**config.mk**
```make
export PLATFORM = sky130hd
export DESIGN_NAME = ep0_stage_seq
export DESIGN_NICKNAME = d
export VERILOG_FILES = /design/src/rtl/ep0_seq_pkg.sv /design/src/rtl/ep0_out_tracker.sv /design/src/rtl/ep0_status_gate.sv /design/src/rtl/ep0_rsp_buf.sv /design/src/rtl/ep0_stage_fsm.sv /design/src/rtl/ep0_stage_seq.sv
export SDC_FILE = /design/constraint.sdc
export NUM_CORES = 1
export LEC_CHECK = 0
export CELL_PAD_IN_SITES_DETAIL_PLACEMENT = 1
export CELL_PAD_IN_SITES_GLOBAL_PLACEMENT = 1
export CORE_UTILIZATION = 42
export CTS_CLUSTER_DIAMETER = 100
export DETAILED_ROUTE_END_ITERATION = 12
export PLACE_DENSITY = 0.79
export SLEW_MARGIN = 20
export SYNTH_ARGS = -nofsm -noshare
export SYNTH_HDL_FRONTEND = slang
export SYNTH_SLANG_ARGS = --single-unit
```
**constraint.sdc**
```tcl
create_clock -name clk -period 3.01 [get_ports clk]
set_clock_uncertainty 0.1 [all_clocks]
set_input_delay 0.4515 -clock clk [delete_from_list [all_inputs] [get_ports clk]]
set_output_delay 0.4515 -clock clk [all_outputs]
set_load 0.01 [all_outputs]
```
**src/rtl/ep0_seq_pkg.sv**
```systemverilog
package ep0_seq_pkg;
  typedef enum logic [2:0] {
    STG_IDLE   = 3'd1,
    STG_IN     = 3'd2,
    STG_OUT    = 3'd3,
    STG_IN_END = 3'd4,
    STG_HALT   = 3'd5
  } stage_e;
endpackage

```
**src/rtl/ep0_out_tracker.sv**
```systemverilog
module ep0_out_tracker #(
  parameter int LEN_W = 16,
  parameter int MAXP  = 64
) (
  input  logic             clk,
  input  logic             rst_n,
  input  logic             load,
  input  logic [LEN_W-1:0] load_len,
  input  logic             accept,
  input  logic [LEN_W-1:0] pkt_len,
  output logic             pkt_ends
);
  localparam logic [LEN_W-1:0] MAXP_L = LEN_W'(MAXP);

  logic [LEN_W-1:0] rem_q;

  assign pkt_ends = (pkt_len < MAXP_L) || (pkt_len >= rem_q);

  always_ff @(posedge clk) begin
    if (!rst_n) begin
      rem_q <= '0;
    end else if (load) begin
      rem_q <= load_len;
    end else if (accept) begin
      rem_q <= (pkt_len >= rem_q) ? '0 : rem_q - pkt_len;
    end
  end


  rem_shrink_chk: assert property (@(posedge clk) disable iff (!rst_n)
    !load |=> rem_q <= $past(rem_q));
endmodule

```
**src/rtl/ep0_status_gate.sv**
```systemverilog
module ep0_status_gate (
  input  logic clk,
  input  logic rst_n,
  input  logic setup_clr,
  input  logic stall_clr,
  input  logic req,
  input  logic dly_set,
  input  logic dly_release,
  output logic status_go
);
  logic flag_q, pend_q, go_q;
  logic base, hold;

  always_comb begin
    base = setup_clr ? 1'b0 : flag_q;
    hold = (base | dly_set) & ~dly_release;
  end

  always_ff @(posedge clk) begin
    if (!rst_n) begin
      flag_q <= 1'b0;
      pend_q <= 1'b0;
      go_q   <= 1'b0;
    end else begin
      go_q   <= (req & ~hold) |
                (dly_release & pend_q & ~setup_clr & ~stall_clr);
      flag_q <= stall_clr ? 1'b0 : hold;
      pend_q <= ((setup_clr | stall_clr) ? 1'b0 : (pend_q & ~dly_release)) |
                (req & hold);
    end
  end

  assign status_go = go_q;


  held_quiet_chk: assert property (@(posedge clk) disable iff (!rst_n)
    flag_q && !dly_release && !setup_clr |=> !status_go);
endmodule

```
**src/rtl/ep0_rsp_buf.sv**
```systemverilog
module ep0_rsp_buf #(
  parameter int BYTES = 6,
  parameter int LEN_W = 4
) (
  input  logic             clk,
  input  logic             rst_n,
  input  logic             wr_en,
  input  logic [$clog2(BYTES)-1:0] wr_idx,
  input  logic [7:0]       wr_data,
  input  logic             start,
  input  logic [LEN_W-1:0] len,
  output logic             valid,
  input  logic             ready,
  output logic [7:0]       data,
  output logic             last
);
  localparam int IW = $clog2(BYTES);
  localparam logic [LEN_W-1:0] BYTES_L = LEN_W'(BYTES);

  logic [7:0]    mem [BYTES];
  logic          busy_q;
  logic [IW-1:0] ptr_q, end_q;
  logic [LEN_W-1:0] len_c;

  assign len_c = (len > BYTES_L) ? BYTES_L : len;

  for (genvar g = 0; g < BYTES; g++) begin : g_byte
    always_ff @(posedge clk) begin
      if (!rst_n) mem[g] <= '0;
      else if (wr_en && !busy_q && wr_idx == IW'(g)) mem[g] <= wr_data;
    end
  end

  always_ff @(posedge clk) begin
    if (!rst_n) begin
      busy_q <= 1'b0;
      ptr_q  <= '0;
      end_q  <= '0;
    end else if (!busy_q) begin
      if (start && len_c != '0) begin
        busy_q <= 1'b1;
        ptr_q  <= '0;
        end_q  <= IW'(len_c - 1'b1);
      end
    end else if (ready) begin
      if (ptr_q == end_q) busy_q <= 1'b0;
      else ptr_q <= ptr_q + 1'b1;
    end
  end

  assign valid = busy_q;
  assign data  = mem[ptr_q];
  assign last  = busy_q && (ptr_q == end_q);


  stream_hold_chk: assert property (@(posedge clk) disable iff (!rst_n)
    valid && !ready |=> valid && $stable(data) && $stable(last));
endmodule

```
**src/rtl/ep0_stage_fsm.sv**
```systemverilog
module ep0_stage_fsm
  import ep0_seq_pkg::*;
#(
  parameter int LEN_W = 16
) (
  input  logic             clk,
  input  logic             rst_n,
  input  logic             setup_vld,
  input  logic             setup_dir_in,
  input  logic [LEN_W-1:0] setup_len,
  input  logic             in_pkt_vld,
  input  logic             in_pkt_last,
  input  logic             in_cmpl,
  input  logic             out_pkt_vld,
  input  logic             out_ends,
  input  logic             stall_req,
  output logic             out_accept,
  output logic             stat_req,
  output logic             stall_clr,
  output stage_e           stage_q
);
  stage_e nxt;

  assign stall_clr  = stall_req & ~setup_vld;
  assign out_accept = out_pkt_vld && !setup_vld && !stall_req && stage_q == STG_OUT;

  always_comb begin
    nxt      = stage_q;
    stat_req = 1'b0;
    if (setup_vld) begin
      if (setup_len == '0) begin
        nxt      = STG_IDLE;
        stat_req = 1'b1;
      end else begin
        nxt = setup_dir_in ? STG_IN : STG_OUT;
      end
    end else if (stall_req) begin
      nxt = STG_HALT;
    end else begin
      unique case (stage_q)
        STG_IN:     if (in_pkt_vld && in_pkt_last) nxt = STG_IN_END;
        STG_IN_END: if (in_cmpl) begin nxt = STG_IDLE; stat_req = 1'b1; end
        STG_OUT:    if (out_accept && out_ends) begin nxt = STG_IDLE; stat_req = 1'b1; end
        default:    nxt = stage_q;
      endcase
    end
  end

  always_ff @(posedge clk) begin
    if (!rst_n) stage_q <= STG_IDLE;
    else        stage_q <= nxt;
  end


  setup_wins_chk: assert property (@(posedge clk) disable iff (!rst_n)
    setup_vld |=> stage_q != STG_HALT);

  stall_enter_chk: assert property (@(posedge clk) disable iff (!rst_n)
    stall_req && !setup_vld |=> stage_q == STG_HALT);

  in_end_from_in_chk: assert property (@(posedge clk) disable iff (!rst_n)
    stage_q == STG_IN_END && $past(stage_q) != STG_IN_END |-> $past(stage_q) == STG_IN);

  halt_sticky_chk: assert property (@(posedge clk) disable iff (!rst_n)
    stage_q == STG_HALT && !setup_vld |=> stage_q == STG_HALT);
endmodule

```
**src/rtl/ep0_stage_seq.sv**
```systemverilog
module ep0_stage_seq
  import ep0_seq_pkg::*;
#(
  parameter int LEN_W     = 16,
  parameter int MAXP      = 64,
  parameter int RSP_BYTES = 6,
  parameter int RSP_LEN_W = 4
) (
  input  logic                         clk,
  input  logic                         rst_n,
  input  logic                         setup_vld,
  input  logic                         setup_dir_in,
  input  logic [LEN_W-1:0]             setup_len,
  input  logic                         in_pkt_vld,
  input  logic                         in_pkt_last,
  input  logic                         in_cmpl,
  input  logic                         out_pkt_vld,
  input  logic [LEN_W-1:0]             out_pkt_len,
  input  logic                         stall_req,
  input  logic                         dly_set,
  input  logic                         dly_release,
  output logic [2:0]                   stage,
  output logic                         stall_en,
  output logic                         status_go,
  input  logic                         rsp_wr_en,
  input  logic [$clog2(RSP_BYTES)-1:0] rsp_wr_idx,
  input  logic [7:0]                   rsp_wr_data,
  input  logic                         rsp_start,
  input  logic [RSP_LEN_W-1:0]         rsp_len,
  output logic                         rsp_valid,
  input  logic                         rsp_ready,
  output logic [7:0]                   rsp_data,
  output logic                         rsp_last
);
  stage_e stage_q;
  logic   out_accept, out_ends, stat_req, stall_clr;

  ep0_stage_fsm #(.LEN_W(LEN_W)) u_fsm (
    .clk(clk), .rst_n(rst_n),
    .setup_vld(setup_vld), .setup_dir_in(setup_dir_in), .setup_len(setup_len),
    .in_pkt_vld(in_pkt_vld), .in_pkt_last(in_pkt_last), .in_cmpl(in_cmpl),
    .out_pkt_vld(out_pkt_vld), .out_ends(out_ends), .stall_req(stall_req),
    .out_accept(out_accept), .stat_req(stat_req), .stall_clr(stall_clr),
    .stage_q(stage_q)
  );

  ep0_out_tracker #(.LEN_W(LEN_W), .MAXP(MAXP)) u_trk (
    .clk(clk), .rst_n(rst_n),
    .load(setup_vld), .load_len(setup_len),
    .accept(out_accept), .pkt_len(out_pkt_len),
    .pkt_ends(out_ends)
  );

  ep0_status_gate u_gate (
    .clk(clk), .rst_n(rst_n),
    .setup_clr(setup_vld), .stall_clr(stall_clr), .req(stat_req),
    .dly_set(dly_set), .dly_release(dly_release),
    .status_go(status_go)
  );

  ep0_rsp_buf #(.BYTES(RSP_BYTES), .LEN_W(RSP_LEN_W)) u_rsp (
    .clk(clk), .rst_n(rst_n),
    .wr_en(rsp_wr_en), .wr_idx(rsp_wr_idx), .wr_data(rsp_wr_data),
    .start(rsp_start), .len(rsp_len),
    .valid(rsp_valid), .ready(rsp_ready), .data(rsp_data), .last(rsp_last)
  );

  assign stage    = stage_q;
  assign stall_en = (stage_q == STG_HALT);
endmodule

```
* Yosys cells after proc, flatten, opt, wreduce, memory -nomap -nowiden
Memories as Yosys holds them, arrays and structs flattened. A register that Yosys moved wholly into a read port is not among the register bits.
Cells that the tools add are included.
** Operators by class
- $add $sub $neg :: 3
- Magnitude comparators :: 3
- Eq/ne operators :: 15
- Mux-type cells :: 55
- Bitwise gates (word level) :: 24
- Reduce and logical (&&, ||, !) cells :: 28
** Operator list (count)
- $mux 16 :: 3
- $mux 8 :: 6
- $mux 3 :: 12
- $mux 1 :: 31
- $ge 16x16->1 :: 1
- $logic_not 16->1 :: 1
- $lt 16x7->1 const B :: 1
- $sub 16x16->16 :: 1
- $logic_and 1x1->1 :: 14
- $eq 3x2->1 const B :: 4
- $eq 3x3->1 const B :: 4
- $or 1x1->1 :: 10
- $pmux 3 s3 :: 1
- $and 1x1->1 :: 8
- $ne 4x4->1 const B :: 2
- $not 1->1 :: 6
- $reduce_bool 5->1 :: 1
- $gt 4x3->1 const B :: 1
- $mux 4 :: 1
- $ne 2x2->1 const B :: 2
- $ne 4x3->1 const B :: 1
- $reduce_and 4->1 :: 1
- $reduce_bool 2->1 :: 2
- $reduce_bool 4->1 :: 1
- other kinds (11) :: 13
** Storage, ports and cells
- Register bits :: 29
- RAM bits :: 48
- Bits of input ports :: 61
- Word-level logic and storage cells :: 137
- Memories kept :: 1
** Memories
- u_rsp.mem :: words 6, width 8, rd ports 1, clocked after Yosys merged registers in 1, wr ports 6, line ep0_rsp_buf.sv:20 : logic [7:0] mem [BYTES];

* Logic depth before layout (Yosys ltp)
Gate-level depths: netlist of the first run.
- Depth in word-level cells :: 11
- Gate-level depth with buffers :: 11
- Mapped depth without buffers :: 10

* By module
A second synthesis of the first run with hierarchy kept.
** Unflattened totals
- Cell total of the unflattened synthesis :: 478
- Area, all modules :: 4887.2 um^2
** By module, submodules not included
- ep0_rsp_buf :: instances 1, cells each 209, area each 2781.4 um^2, sequential area each 1641.6 um^2
- ep0_out_tracker :: instances 1, cells each 216, area each 1649.1 um^2, sequential area each 320.3 um^2
- ep0_stage_fsm :: instances 1, cells each 35, area each 309.0 um^2, sequential area each 60.1 um^2
- ep0_status_gate :: instances 1, cells each 17, area each 138.9 um^2, sequential area each 60.1 um^2
- ep0_stage_seq :: instances 1, cells each 1, area each 8.8 um^2, sequential area each 0.0 um^2

* Worst setup path before layout of the first run
OpenSTA, ideal clock, no wires.
- Path type :: in2reg
- Start point :: in out_pkt_len[0]
- End point :: reg u_trk.rem_q[4]
- Setup time :: 0.128 ns
- Data arrival time :: 2.276 ns
- Path slack :: 0.506 ns
- Cell stages on the path :: 10
- Path buffers :: 1
- Path through :: ha_1 inv_1 fa_1 a211oi_1 o21a_1 a211oi_2 o21a_1 buf_4 a221oi_1 nor2_1
** On the way
- Cells in the longest elaborated chain, start to end :: 4
- Elaborated cells on any way between the ends :: 5
** Ends and longest elaborated chain
- start: declaration :: line ep0_stage_seq.sv:18 : input logic [LEN_W-1:0] out_pkt_len,
- $sub 16x16->16 / $ge 16x16->1 (equally long branches) :: line ep0_out_tracker.sv:25 : rem_q <= (pkt_len >= rem_q) ? '0 : rem_q - pkt_len;
- $mux 16 * :: line ep0_out_tracker.sv:25
- $mux 16 * :: line ep0_out_tracker.sv:24 : end else if (accept) begin
- $mux 16 * :: line ep0_out_tracker.sv:22 : end else if (load) begin
- end signal: assignment :: line ep0_out_tracker.sv:23 : rem_q <= load_len;
- end signal: assignment :: line ep0_out_tracker.sv:25
- end: declaration :: line ep0_out_tracker.sv:15 : logic [LEN_W-1:0] rem_q;
Every way passes the cells marked *; elsewhere a longest branch is shown, timed or not. The select of a mux whose other input is x is not followed.
A chain may end at the register's enable or synchronous reset.

* Worst setup path after layout of the first run
- Start point :: in out_pkt_len[0]
- End point :: reg u_trk.rem_q[6]
The elaborated chain is that of the path after synthesis.

==> results of run 1 <==
## Yosys cell counts, types with 2 or more instances
library cell  instances  share of area
a2111oi_0             2         0.0037
a211oi_1             15          0.023
a21o_1                4         0.0063
a21oi_1              40          0.042
a21oi_2               3         0.0055
a221oi_1              6          0.011
a311oi_1              2         0.0037
a31oi_1               3         0.0039
a41oi_1               3         0.0055
and2_1               50          0.065
and3_1               14          0.018
and3b_1               2         0.0037
buf_2                 6         0.0063
buf_6                 2         0.0047
clkbuf_1             15          0.012
dfxtp_1              32           0.13
edfxtp_1             48           0.30
ha_1                 19          0.050
inv_1                27          0.021
mux2i_1              10          0.021
mux4_2                8          0.038
nand2_1              29          0.023
nand2b_1              4         0.0052
nand3_1              12          0.013
nand3b_1              3         0.0047
nand4_1               6         0.0078
nor2_1               36          0.028
nor2b_1               2         0.0026
nor3_1                8         0.0083
nor3b_1               5         0.0078
nor4_1                7         0.0091
o211ai_1              3         0.0047
o21a_1                9          0.014
o21ai_0              19          0.020
or3_1                 3         0.0039
xnor2_1               4         0.0073
xor2_1                6          0.011
## kinds of logic after synthesis
family / synth area share
AOI/OAI and AO/OA: 0.175
xor gates and xnor gates: 0.0183
adders and majority gates: 0.0537
buffers and inverters: 0.0462
DFF: 0.434
muxes: 0.0584
and+or+nand+nor: 0.214
## path summary, 6_finish.rpt
| kind | depth (start not counted) | endpoint | slack, ns | from |
|---|---|---|---|---|
| max | 10 | u_trk.rem_q[6] | 0.17 | out_pkt_len[0] |
| min | 2 | u_gate.pend_q | 0.39 | u_gate.pend_q |
| max reg2reg | 10 | u_trk.rem_q[6] | 0.40 | u_trk.rem_q[0] |
| min reg2reg | 2 | u_gate.pend_q | 0.39 | u_gate.pend_q |
## critical path: cells and delay by family
family	cells	cell delay, ns
AND/OR/NAND/NOR	1	0.08
buffers and inverters	2	0.52
AO/OA/AOI/OAI	5	1.36
adder cells (fa/ha/maj)	2	0.54
## cells in the final DEF (no fill, tap or decap), drive strengths merged, types with 5 or more instances in the layout
cell type	count
nor4	7
buf	39
edfxtp	48
dfxtp	32
mux4	8
inv	29
o21ai	20
mux2i	10
nor3	8
a221oi	6
o21a	9
ha	19
nor3b	5
a21oi	44
a211oi	16
nand2	29
xor2	6
nor2	37
nand4	6
clkbuf	12
clkdlybuf4s50	75
and2	50
nand3	12
and3	14
## final cells by class
class,instances,area share
Timing Repair Buffer,114,0.168
Sequential cell,80,0.336
Multi-Input combinational cell,362,0.402
Inverter,27,0.0163
Clock buffer,12,0.0448
Tap cell,140,0.0282
Clock inverter,4,0.00504
## metal layers
layer  wire, um  up-vias  GRT usage
li1           -     2022          -
met5          0        -          0
met3        627       29     0.0371
met4        405        0      0.107
met2       7630      116      0.468
met1       6290     2098      0.318
## through the flow
stage	TNS, ns	std cells	power, W	area [um^2]	worst slack (ns)
2_1_floorplan	0	494	0.00156	4800	0.506
3_3_place_gp	-0.628	723	0.00179	5890	-0.0891
3_5_place_dp	-1.19	723	0.00183	5890	-0.131
4_1_cts	0	739	0.00293	6200	0.180
5_1_grt	0	739	0.00303	6200	0.0378
6_report	0	739	0.00293	6200	0.168
## power by group through the flow
stage                     Sequential, W  Clock, W  Combinational [W]
after floorplan                 0.00125         0           0.000306
after global placement          0.00126         0           0.000533
after detailed placement        0.00127         0           0.000559
after CTS                       0.00125   0.00112           0.000566
after global routing            0.00125   0.00116           0.000616
final                           0.00124   0.00111           0.000567
## flip-flops by register name, indices dropped and copies added (netlist names), named ones only
name,cells
u_trk.rem_q,16
u_gate.flag_q,1
u_fsm.stage_q,3
u_rsp.end_q,3
u_rsp.valid,1
u_rsp.ptr_q,3
u_gate.status_go,1
u_rsp.mem,48
u_gate.pend_q,1
==> results_dict.tcl, run 1 <==
set metrics [dict create \
    run_status "finished clean" \
    drtPass1Iterations 4 \
    worst_path_largest_cell_delay_ns 0.46 \
    post_cts_buffers 0 \
    multiInputGateArea_mm2 0.00249 \
    synth_fp_nets 575 \
    diodes 0 \
    path_clk_slew_ns 0.07 \
    worstSetupPathType "in2reg" \
    clkPwrFrac 0.381 \
    tightest_slew_ns 0.636 \
    nFillCells 1257 \
    synth_cell_types 64 \
    fin_hold_ws_ns 0.395 \
    drc 0 \
    cts_buffer_depth 2 \
    rows 38 \
    hold_viol_final 0 \
    synth-seq-area-share 0.434 \
    hold_buffers 0 \
    fp.dieW_um 109 \
    numCtsBuffers 9 \
    vdd_ir_drop_max_v 0.000321 \
    ys_async_sr_fraction 0 \
    syn_avg_cell_area_um2 9.71 \
    ys_warn_count 0 \
    crit_path_frequent_cell "o21a_1" \
    gp_congestion 0.854 \
    root_buffer "clkbuf_16" \
    finalMaxSlewViolations 0 \
    setup_viol 0 \
    drive_above_1_share 0.125 \
    grt_pass1_wl_um 23600 \
    cts_max_level 3 \
    max_freq_mhz 352 \
    cp-end-kind "flip-flop" \
    antenna_found_initial 0 \
    maxCapViolations 0 \
    rsz0062_at_grt "false" \
    crit_chain "clkdlybuf4s50_1 > ha_1 > inv_1 > fa_1 > a211oi_1 > o21a_1 > a211oi_2 > o21a_1 > a221oi_1 > nor2_1" \
    p_sw_w 0.000775 \
    ant_nets 0 \
    layout_min_cycle_time_ns 2.84 \
    synthFlopType "edfxtp_1" \
    coreArea_mm2 0.0110 \
    viasPerCell 5.77 \
    syn_area_mm2 0.00480 \
    dpl.hpwl_um 11200 \
    dr_total_vias 4265 \
    grt_usage 0.263 \
    start_util 0.437 \
    dieHeight_um 109 \
    clock_latency_ns 0.34 \
    powerDensity_mw_per_mm2 472 \
    die_area_mm2 0.0119 \
    cts.sinks 80 \
    drt-total-wl_um 15000 \
    grt.overflow.total 0 \
    cts-resized-gates 0 \
    cp_max_fo 12 \
    p_int_w 0.00215 \
    wl_per_cell_um 20.2 \
    min_path_type "reg2reg" \
    regArea_mm2 0.00208 \
    synth_edf_count 48 \
    grt_max_degree 22 \
    p_seq_frac 0.425 \
    p_leak_nw 2.47 \
    io_pins 76 \
    power_frac_comb 0.194 \
    syn_to_final_growth_pct 29.4 \
    slowest_stage "clkdlybuf4s50_1" \
    relSlewSlack 0.573 \
    io_buffers 75 \
    final_util 0.565 \
    critPathLaunchType "primary input" \
    arrival_ns 2.95 \
    crit_required_ns 3.12 \
    fin_crit_sh 0.944 \
    first_global_vias 4635 \
    synthCells 494 \
    cts_tree "yes" \
    ys_seq_elements 80 \
    dr.first_iter.drc_count 242 \
    switching_share 0.265 \
    fin_nets 675 \
]
(Power assumes the default switching activity.)
==> run 2: changes to the inputs <==
--- a/config.mk
+++ b/config.mk
@@ -10,6 +10,7 @@
 export CORE_UTILIZATION = 42
 export CTS_CLUSTER_DIAMETER = 100
 export DETAILED_ROUTE_END_ITERATION = 12
+export HOLD_SLACK_MARGIN = 0.08
 export PLACE_DENSITY = 0.79
 export SLEW_MARGIN = 20
 export SYNTH_ARGS = -nofsm -noshare
==> results of run 2 <==
Final layout, timing and power as in run 1 (identical DEF).
